==> config.mk <==
export PLATFORM = sky130hd
export DESIGN_NAME = indir_pattern_finder
export DESIGN_NICKNAME = d
export VERILOG_FILES = /design/src/rtl/ipf_pkg.sv /design/src/rtl/ipf_index_extract.sv /design/src/rtl/ipf_base_calc.sv /design/src/rtl/indir_pattern_finder.sv
export SDC_FILE = /design/constraint.sdc
export NUM_CORES = 1
export LEC_CHECK = 0
export BUFFER_PORTS_ARGS = -buffer_cell sky130_fd_sc_hd__buf_4
export CAP_MARGIN = 30
export CORE_AREA = 2 2 330 299
export CTS_BUF_LIST = sky130_fd_sc_hd__clkbuf_8
export CTS_CLUSTER_DIAMETER = 30
export DETAILED_ROUTE_END_ITERATION = 8
export DIE_AREA = 0 0 332 301
export RECOVER_POWER = 100
export SETUP_SLACK_MARGIN = 0.1
export SYNTH_ARGS = -nofsm -noshare
export SYNTH_HDL_FRONTEND = slang
export SYNTH_HIERARCHICAL = 1
export SYNTH_SLANG_ARGS = --single-unit
==> constraint.sdc <==
create_clock -name clk_i -period 13.8 [get_ports clk_i]
set_clock_uncertainty 0.15 [all_clocks]
set_input_delay 2.76 -clock clk_i [delete_from_list [all_inputs] [get_ports clk_i]]
set_output_delay 2.76 -clock clk_i [all_outputs]
set_load 0.03 [all_outputs]
==> src/rtl/ipf_pkg.sv <==
package ipf_pkg;
   localparam int unsigned SH_W = 6;

   typedef enum logic [1:0] {
      SLOT_FREE = 2'd0,
      SLOT_IDX1 = 2'd1,
      SLOT_IDX2 = 2'd2
   } slot_mode_e;

   function automatic logic size_is_index(input logic [3:0] sz);
      return (sz == 4'd1) || (sz == 4'd2) || (sz == 4'd4) || (sz == 4'd8);
   endfunction
endpackage

==> src/rtl/ipf_index_extract.sv <==
module ipf_index_extract #(
   parameter bit LSB_FIRST = 1'b1
) (
   input  logic        valid_i,
   input  logic        hit_i,
   input  logic        write_i,
   input  logic [3:0]  size_i,
   input  logic [63:0] data_i,
   output logic        ok_o,
   output logic [63:0] value_o
);
   import ipf_pkg::*;

   assign ok_o = valid_i && hit_i && !write_i && size_is_index(size_i);

   logic [7:0] b [8];
   for (genvar k = 0; k < 8; k++) begin : g_lane
      assign b[k] = data_i[8*k +: 8];
   end

   if (LSB_FIRST) begin : g_le
      always_comb begin
         unique case (size_i)
            4'd1:    value_o = {56'd0, b[0]};
            4'd2:    value_o = {48'd0, b[1], b[0]};
            4'd4:    value_o = {32'd0, b[3], b[2], b[1], b[0]};
            default: value_o = data_i;
         endcase
      end
   end else begin : g_be
      always_comb begin
         unique case (size_i)
            4'd1:    value_o = {56'd0, b[0]};
            4'd2:    value_o = {48'd0, b[0], b[1]};
            4'd4:    value_o = {32'd0, b[0], b[1], b[2], b[3]};
            default: value_o = {b[0], b[1], b[2], b[3], b[4], b[5], b[6], b[7]};
         endcase
      end
   end
endmodule

==> src/rtl/ipf_base_calc.sv <==
module ipf_base_calc #(
   parameter int unsigned ADDR_W    = 64,
   parameter int unsigned NSHIFT    = 2,
   parameter logic [NSHIFT*ipf_pkg::SH_W-1:0] SHIFT_SET = {6'd3, 6'd2}
) (
   input  logic [ADDR_W-1:0]             addr_i,
   input  logic [ADDR_W-1:0]             idx_i,
   output logic [NSHIFT-1:0][ADDR_W-1:0] cand_o
);
   import ipf_pkg::*;

   for (genvar s = 0; s < NSHIFT; s++) begin : g_shift
      localparam int unsigned SH = SHIFT_SET[s*SH_W +: SH_W];
      assign cand_o[s] = addr_i - (idx_i << SH);
   end
endmodule

==> src/rtl/indir_pattern_finder.sv <==
module indir_pattern_finder #(
   parameter int unsigned ADDR_W    = 64,
   parameter int unsigned EID_W     = 4,
   parameter int unsigned ROWS      = 4,
   parameter int unsigned NSHIFT    = 2,
   parameter logic [NSHIFT*ipf_pkg::SH_W-1:0] SHIFT_SET = {6'd3, 6'd2},
   parameter bit          LSB_FIRST = 1'b1
) (
   input  logic                    clk_i,
   input  logic                    rst_ni,
   input  logic                    idx_valid_i,
   input  logic [EID_W-1:0]        idx_entry_i,
   input  logic [63:0]             idx_data_i,
   input  logic [3:0]              idx_size_i,
   input  logic                    idx_write_i,
   input  logic                    idx_hit_i,
   input  logic                    miss_valid_i,
   input  logic [ADDR_W-1:0]       miss_addr_i,
   output logic                    miss_ready_o,
   output logic                    busy_o,
   output logic                    en_valid_o,
   output logic [EID_W-1:0]        en_entry_o,
   output logic [ADDR_W-1:0]       en_base_o,
   output logic [ipf_pkg::SH_W-1:0] en_shift_o
);
   import ipf_pkg::*;

   localparam int unsigned ROW_W = (ROWS > 1) ? $clog2(ROWS) : 1;
   localparam int unsigned CNT_W = $clog2(ROWS + 1);
   localparam int unsigned SEL_W = (NSHIFT > 1) ? $clog2(NSHIFT) : 1;

   if (ROWS < 2) begin : g_bad_rows
      $error("ROWS must be at least 2");
   end
   if (NSHIFT < 1) begin : g_bad_nshift
      $error("NSHIFT must be at least 1");
   end
   for (genvar s = 0; s < NSHIFT; s++) begin : g_chk_shift
      if (SHIFT_SET[s*SH_W +: SH_W] >= ADDR_W) begin : g_bad_shift
         $error("shift value exceeds address width");
      end
   end

   logic        idx_ok;
   logic [63:0] idx_raw;

   ipf_index_extract #(.LSB_FIRST(LSB_FIRST)) u_extract (
      .valid_i (idx_valid_i),
      .hit_i   (idx_hit_i),
      .write_i (idx_write_i),
      .size_i  (idx_size_i),
      .data_i  (idx_data_i),
      .ok_o    (idx_ok),
      .value_o (idx_raw)
   );

   slot_mode_e              mode_q;
   logic [EID_W-1:0]        owner_q;
   logic [ADDR_W-1:0]       idx1_q, idx2_q, scan_addr_q;
   logic                    track_q, busy_q;
   logic [CNT_W-1:0]        nrows_q;
   logic [ROW_W-1:0]        scan_row_q;
   logic [ADDR_W-1:0]       rows_q [ROWS][NSHIFT];

   logic [ADDR_W-1:0]             idx_val, calc_idx, calc_addr;
   logic [NSHIFT-1:0][ADDR_W-1:0] cand;

   assign idx_val   = ADDR_W'(idx_raw);
   assign calc_idx  = (mode_q == SLOT_IDX2) ? idx2_q : idx1_q;
   assign calc_addr = busy_q ? scan_addr_q : miss_addr_i;

   ipf_base_calc #(.ADDR_W(ADDR_W), .NSHIFT(NSHIFT), .SHIFT_SET(SHIFT_SET)) u_calc (
      .addr_i (calc_addr),
      .idx_i  (calc_idx),
      .cand_o (cand)
   );

   logic take_idx, take_miss, own_hit, row_hit, last_row;
   logic [SEL_W-1:0] hit_sel;

   assign take_idx     = idx_ok && !busy_q;
   assign miss_ready_o = !busy_q && !idx_valid_i;
   assign take_miss    = miss_valid_i && miss_ready_o;
   assign own_hit      = (mode_q != SLOT_FREE) && (owner_q == idx_entry_i);
   assign last_row     = (CNT_W'(scan_row_q) == nrows_q - CNT_W'(1));

   always_comb begin
      row_hit = 1'b0;
      hit_sel = '0;
      for (int s = NSHIFT - 1; s >= 0; s--) begin
         if (rows_q[scan_row_q][s] == cand[s]) begin
            row_hit = 1'b1;
            hit_sel = SEL_W'(s);
         end
      end
   end

   always_ff @(posedge clk_i) begin
      if (!rst_ni) begin
         mode_q     <= SLOT_FREE;
         owner_q    <= '0;
         idx1_q     <= '0;
         idx2_q     <= '0;
         track_q    <= 1'b0;
         busy_q     <= 1'b0;
         nrows_q    <= '0;
         scan_row_q <= '0;
         en_valid_o <= 1'b0;
         en_entry_o <= '0;
         en_base_o  <= '0;
         en_shift_o <= '0;
      end else begin
         en_valid_o <= 1'b0;
         if (take_idx) begin
            if (own_hit && mode_q == SLOT_IDX1) begin
               idx2_q  <= idx_val;
               mode_q  <= SLOT_IDX2;
               track_q <= 1'b1;
            end else if (own_hit) begin
               mode_q  <= SLOT_FREE;
               track_q <= 1'b0;
            end else begin
               mode_q  <= SLOT_IDX1;
               owner_q <= idx_entry_i;
               idx1_q  <= idx_val;
               nrows_q <= '0;
               track_q <= 1'b1;
            end
         end else if (take_miss && track_q) begin
            if (mode_q == SLOT_IDX1) begin
               nrows_q <= nrows_q + CNT_W'(1);
               if (nrows_q + CNT_W'(1) == CNT_W'(ROWS)) track_q <= 1'b0;
            end else if (nrows_q != '0) begin
               busy_q     <= 1'b1;
               scan_row_q <= '0;
            end
         end else if (busy_q) begin
            if (row_hit) begin
               en_valid_o <= 1'b1;
               en_entry_o <= owner_q;
               en_base_o  <= rows_q[scan_row_q][hit_sel];
               en_shift_o <= SHIFT_SET[hit_sel*SH_W +: SH_W];
               mode_q     <= SLOT_FREE;
               track_q    <= 1'b0;
               busy_q     <= 1'b0;
            end else if (last_row) begin
               busy_q <= 1'b0;
            end else begin
               scan_row_q <= scan_row_q + ROW_W'(1);
            end
         end
      end
   end

   always_ff @(posedge clk_i) begin
      if (take_miss && !take_idx && track_q && mode_q == SLOT_IDX1) begin
         for (int s = 0; s < NSHIFT; s++) begin
            rows_q[nrows_q[ROW_W-1:0]][s] <= cand[s];
         end
      end
      if (take_miss) scan_addr_q <= miss_addr_i;
   end

   assign busy_o = busy_q;
endmodule

Word level (Yosys, flattened, before mapping):

Memories as Yosys holds them, arrays and structs flattened. A register that Yosys moved wholly into a read port is not among the register bits.
Index checks and enable logic that the tools add are counted.

* memories kept: 1
* output and inout port bits: 77
* logic and storage cells: 131
* bits in writable memories: 512
* bits in registers: 276

* $lt $le $gt $ge: 1
* bitwise operators: 7
* $mul: 1
* reduce and logical (&&, ||, !) cells: 37
* mux-type cells: 45
* add/sub/neg operators: 5
* equality and inequality tests: 20
* shift operators: 1

Memory list
* rows_q: depth 4, width 128, rd ports 1, clocked after Yosys merged registers in 1, wr ports 1, line indir_pattern_finder.sv:63 `logic [ADDR_W-1:0] rows_q [ROWS][NSHIFT];`

Operator list (number)
* 64-bit 2-to-1 mux: 4
* 62-bit case mux with 3 select lines: 1
* 64-bit == test: 2
* 64-bit subtractor: 2
* 62-bit 2-to-1 mux: 1
* 2-bit 2-to-1 mux: 13
* 1-bit 2-to-1 mux: 21
* 3-bit 2-to-1 mux: 5
* 1-bit logical AND: 12
* 4-bit AND reduction: 3
* 2-bit nonzero test: 6
* 12-bit by 5-bit indexed part select with 6-bit output (first input constant): 1
* 3-bit AND reduction: 3
* 3-bit nonzero test: 3
* 2-bit inequality test (second input constant): 4
* 2-bit by 1-bit inequality test with 1-bit output (second input constant): 3
* 3-bit by 2-bit inequality test with 1-bit output (second input constant): 2
* 1-bit NOT: 6
* 6-bit AND reduction: 1
* 4-bit by 1-bit == test with 1-bit output (second input constant): 1
* 4-bit by 2-bit == test with 1-bit output (second input constant): 1
* 4-bit by 3-bit == test with 1-bit output (second input constant): 1
* 4-bit == test: 1
* 4-bit == test (second input constant): 1
* other kinds (14): 19

Logic depth before layout (Yosys ltp):

* depth after elaboration: 12
* gate-level depth with buffers: 26
* mapped depth without buffers: 22

By module:

Netlist, hierarchy kept.

By module, submodules not included
* indir_pattern_finder: area an instance 31302.5 sq um, cells an instance 2015, times used 1, seq. area each 21580.7 sq um
* ipf_base_calc: area an instance 7463.4 sq um, cells an instance 1126, times used 1, seq. area each 0.0 sq um
* ipf_index_extract: area an instance 538.0 sq um, cells an instance 82, times used 1, seq. area each 0.0 sq um

Least setup slack after synthesis:

Ideal clock, no wire load.

* kind: input -> register
* start point: input idx_valid_i
* end point: memory rows_q[1][0] (netlist name), enable pin
* library setup time: 0.502 ns
* required time: 13.148 ns
* path slack: 4.575 ns
* path buffers: 0
* cell stages on the path: 5
* data arrival time: 8.573 ns
* path through: nor2_1 > and2_1 > nand2_1 > nor3_1 > and2_1

* elaborated cells on any way between the ends: 13
* those cells by class: mux: 2; reduce/logical: 11

RTL lines
* start, declared: line indir_pattern_finder.sv:11 `input logic idx_valid_i,`
* 1-bit zero test: line indir_pattern_finder.sv:82 `assign miss_ready_o = !busy_q && !idx_valid_i;`
* 1-bit logical AND: line indir_pattern_finder.sv:82
* 1-bit logical AND: line indir_pattern_finder.sv:83 `assign take_miss = miss_valid_i && miss_ready_o;`
* net take_miss: line indir_pattern_finder.sv:78 `logic take_idx, take_miss, own_hit, row_hit, last_row;`
* 1-bit logical AND (3 in series): line indir_pattern_finder.sv:156 `if (take_miss && !take_idx && track_q && mode_q == SLOT_IDX1) begin`
* 1-bit 2-to-1 mux: line indir_pattern_finder.sv:156
* 1-bit 2-to-1 mux (not written as such): line indir_pattern_finder.sv:158 `rows_q[nrows_q[ROW_W-1:0]][s] <= cand[s];`
* end, declared: line indir_pattern_finder.sv:63

The timed path passes the listed nets, and every way through them passes these cells.

==> impl_metrics.env <==
export IMPL_outcome="finished with violations"
export IMPL_violations="max-capacitance violations, max-slew violations"
export IMPL_power_per_cell_area_mw_per_mm2=129
export IMPL_clockBufferDepth=3
export IMPL_crit_path_frequent_cell="nand4_1"
export IMPL_worst_pin_slew_ns=4.54
export IMPL_fill_cells=8900
export IMPL_fmax_mhz=86.2
export IMPL_hp_start="idx2_q[37]$_SDFFE_PN0P_"
export IMPL_root_buffer="clkbuf_8"
export IMPL_drtIter0Drc=2361
export IMPL_drv_cap=15
export IMPL_final_cell_mix="edfxtp_1, nand2_1, a21oi_1"
export IMPL_grt_ovfl_total=0
export IMPL_cp_cell_sequence="clkbuf_1 > mux2_1 > ha_1 > nand4_1 > a2111oi_0 > o21ai_0 > a2111oi_0 > nand2_1 > a21oi_1 > nor2_1 > xnor2_1 > xnor2_1 > nand4_1 > nor4_1 > nand4_1 > nand2b_4 > buf_12 > buf_4 > mux2i_1 > a21oi_1"
export IMPL_slowest_delay_ns=1.85
export IMPL_drc=0
export IMPL_cp_num_cells=20
export IMPL_drv_slew=717
export IMPL_setup_viol=0
export IMPL_hold_viol_final=0
export IMPL_start_kind="flop"
export IMPL_die_h_um=301
export IMPL_place_inst=4522
export IMPL_dieArea_mm2=0.0999
export IMPL_rr_startpoint="busy_o$_SDFFE_PN0P_"
export IMPL_worst_setup_path_end_kind="flop"
export IMPL_cp_top_family="buffers and inverters"
export IMPL_peakVddDrop_uv=82.7
export IMPL_crit_buf_inv=3
export IMPL_clock_latency_ns=0.85
export IMPL_reg2reg_depth=20
export IMPL_num_rows=108
export IMPL_yosys_warnings=6
export IMPL_required_ns=14.33
export IMPL_post_cts_resized=0
export IMPL_dp_hpwl_um=78200
export IMPL_drt_pass1_iter_count=5
export IMPL_drive_gt1_share_pct=17.9
export IMPL_power_mw=5.79
export IMPL_ctsHoldBuffers=0
export IMPL_multi_input_area_mm2=0.0163
export IMPL_area_growth_pct=14.6
export IMPL_grt_usage_pct=21.6
export IMPL_netlist_area_mm2=0.0391
export IMPL_clkSinkCount=786
export IMPL_die_width_um=332
export IMPL_antenna_found_initial=2
export IMPL_grt_max_degree=132
export IMPL_relSlewSlack_pct=-203
export IMPL_worst_ep_arrival_time_ns=12.13
export IMPL_regArea_mm2=0.0215
export IMPL_via_count=26497
export IMPL_power_leakage_nw=15.5
export IMPL_wl_um=109000
export IMPL_start_util_pct=40.7
export IMPL_rsz0062_at_grt="no"
export IMPL_whs_ns=0.299
export IMPL_cts_tree="yes"
export IMPL_crit_fanout=41
export IMPL_cts_setup_buffers=0
export IMPL_grt_pass1_wl_um=161000
export IMPL_grt_pass1_vias=25860
export IMPL_hold_depth=2
export IMPL_core_area_mm2=0.0962
export IMPL_nNetsFinal=3694
export IMPL_crit_type="reg -> reg"
export IMPL_syn_inst=3203
export IMPL_cp_slowest_cell="clkbuf_1"
export IMPL_setup_tns_ns=0
export IMPL_critical_path_startpoint="busy_o$_SDFFE_PN0P_"
export IMPL_period_needed_ns=11.60
export IMPL_cts_buffers=162
export IMPL_avgSynthCellArea_um2=12.2
export IMPL_top_level_ports=219
export IMPL_port_buffers=212
export IMPL_gp_congestion=0.870
export IMPL_wire_per_inst_um=22.7
export IMPL_htree_levels=4
export IMPL_fin_cells=4823
export IMPL_vias_per_cell=5.49
export IMPL_clk_pin_slew_ns=0.05
export IMPL_final_common_cell="edfxtp_1"
export IMPL_hold_path_class="reg -> reg"
export IMPL_drtAntennaViolNets=0
export IMPL_fin_crit_sh_pct=84.0
==> layer usage <==
metal  global-route usage [%]  part of all wire (%)
met5                        0                     0
met4                     7.49                   2.8
met2                     31.9                    44
met3                     4.21                   6.8
met1                     31.6                    47
==> stage by stage <==
stage | utilization (%) | area (µm²) | worst slack (ns)
3_3_place_gp | 43.4 | 41700 | 2.90
3_5_place_dp | 43.5 | 41900 | 3.06
2_1_floorplan | - | 39200 | 4.57
4_1_cts | 47.2 | 45500 | 3.94
6_report | 46.6 | 44800 | 2.20
5_1_grt | 46.6 | 44800 | 1.85
==> tightest hold or removal path, delay by kind of cell (launching register included) <==
kind / cells / cell delay [ns]
DFF: 1 / 0.30
AOI/OAI and AO/OA: 1 / 0.05
and+or+nand+nor: 1 / 0.05
==> final timing paths <==
path                                      to  slack [ns]
hold / removal       idx2_q[37]$_SDFFE_PN0P_        0.30
setup / recovery  en_base_o[30]$_SDFFE_PN0P_        2.20
hold reg to reg      idx2_q[37]$_SDFFE_PN0P_        0.30
setup reg to reg  en_base_o[30]$_SDFFE_PN0P_        2.20
==> registers in the layout (all words and copies together), names as in the netlist, 2 cells and up, named ones only <==
register     count
rows_q         512
en_entry_o       4
nrows_q          3
scan_addr_q     64
en_base_o       64
owner_q          4
idx1_q          62
scan_row_q       2
mode_q           2
en_shift_o       2
idx2_q          62
==> cell type report <==
cell class,instances,area share [%]
diodes,2,0.0112
clock buffers,178,5.46
clock inverters,119,2.53
inverters,106,0.893
multi-input cells,2126,36.4
flip-flops and latches,786,48.0
well taps,1265,3.53
repair buffers,241,3.24
==> power breakdown <==
group	internal (mW)	switching, mW
Clock	1.55	1.09
Combinational	0.179	0.367
Sequential	2.60	0.00417
Total	4.33	1.47
No activity file was read; power rests on OpenSTA's default activity.
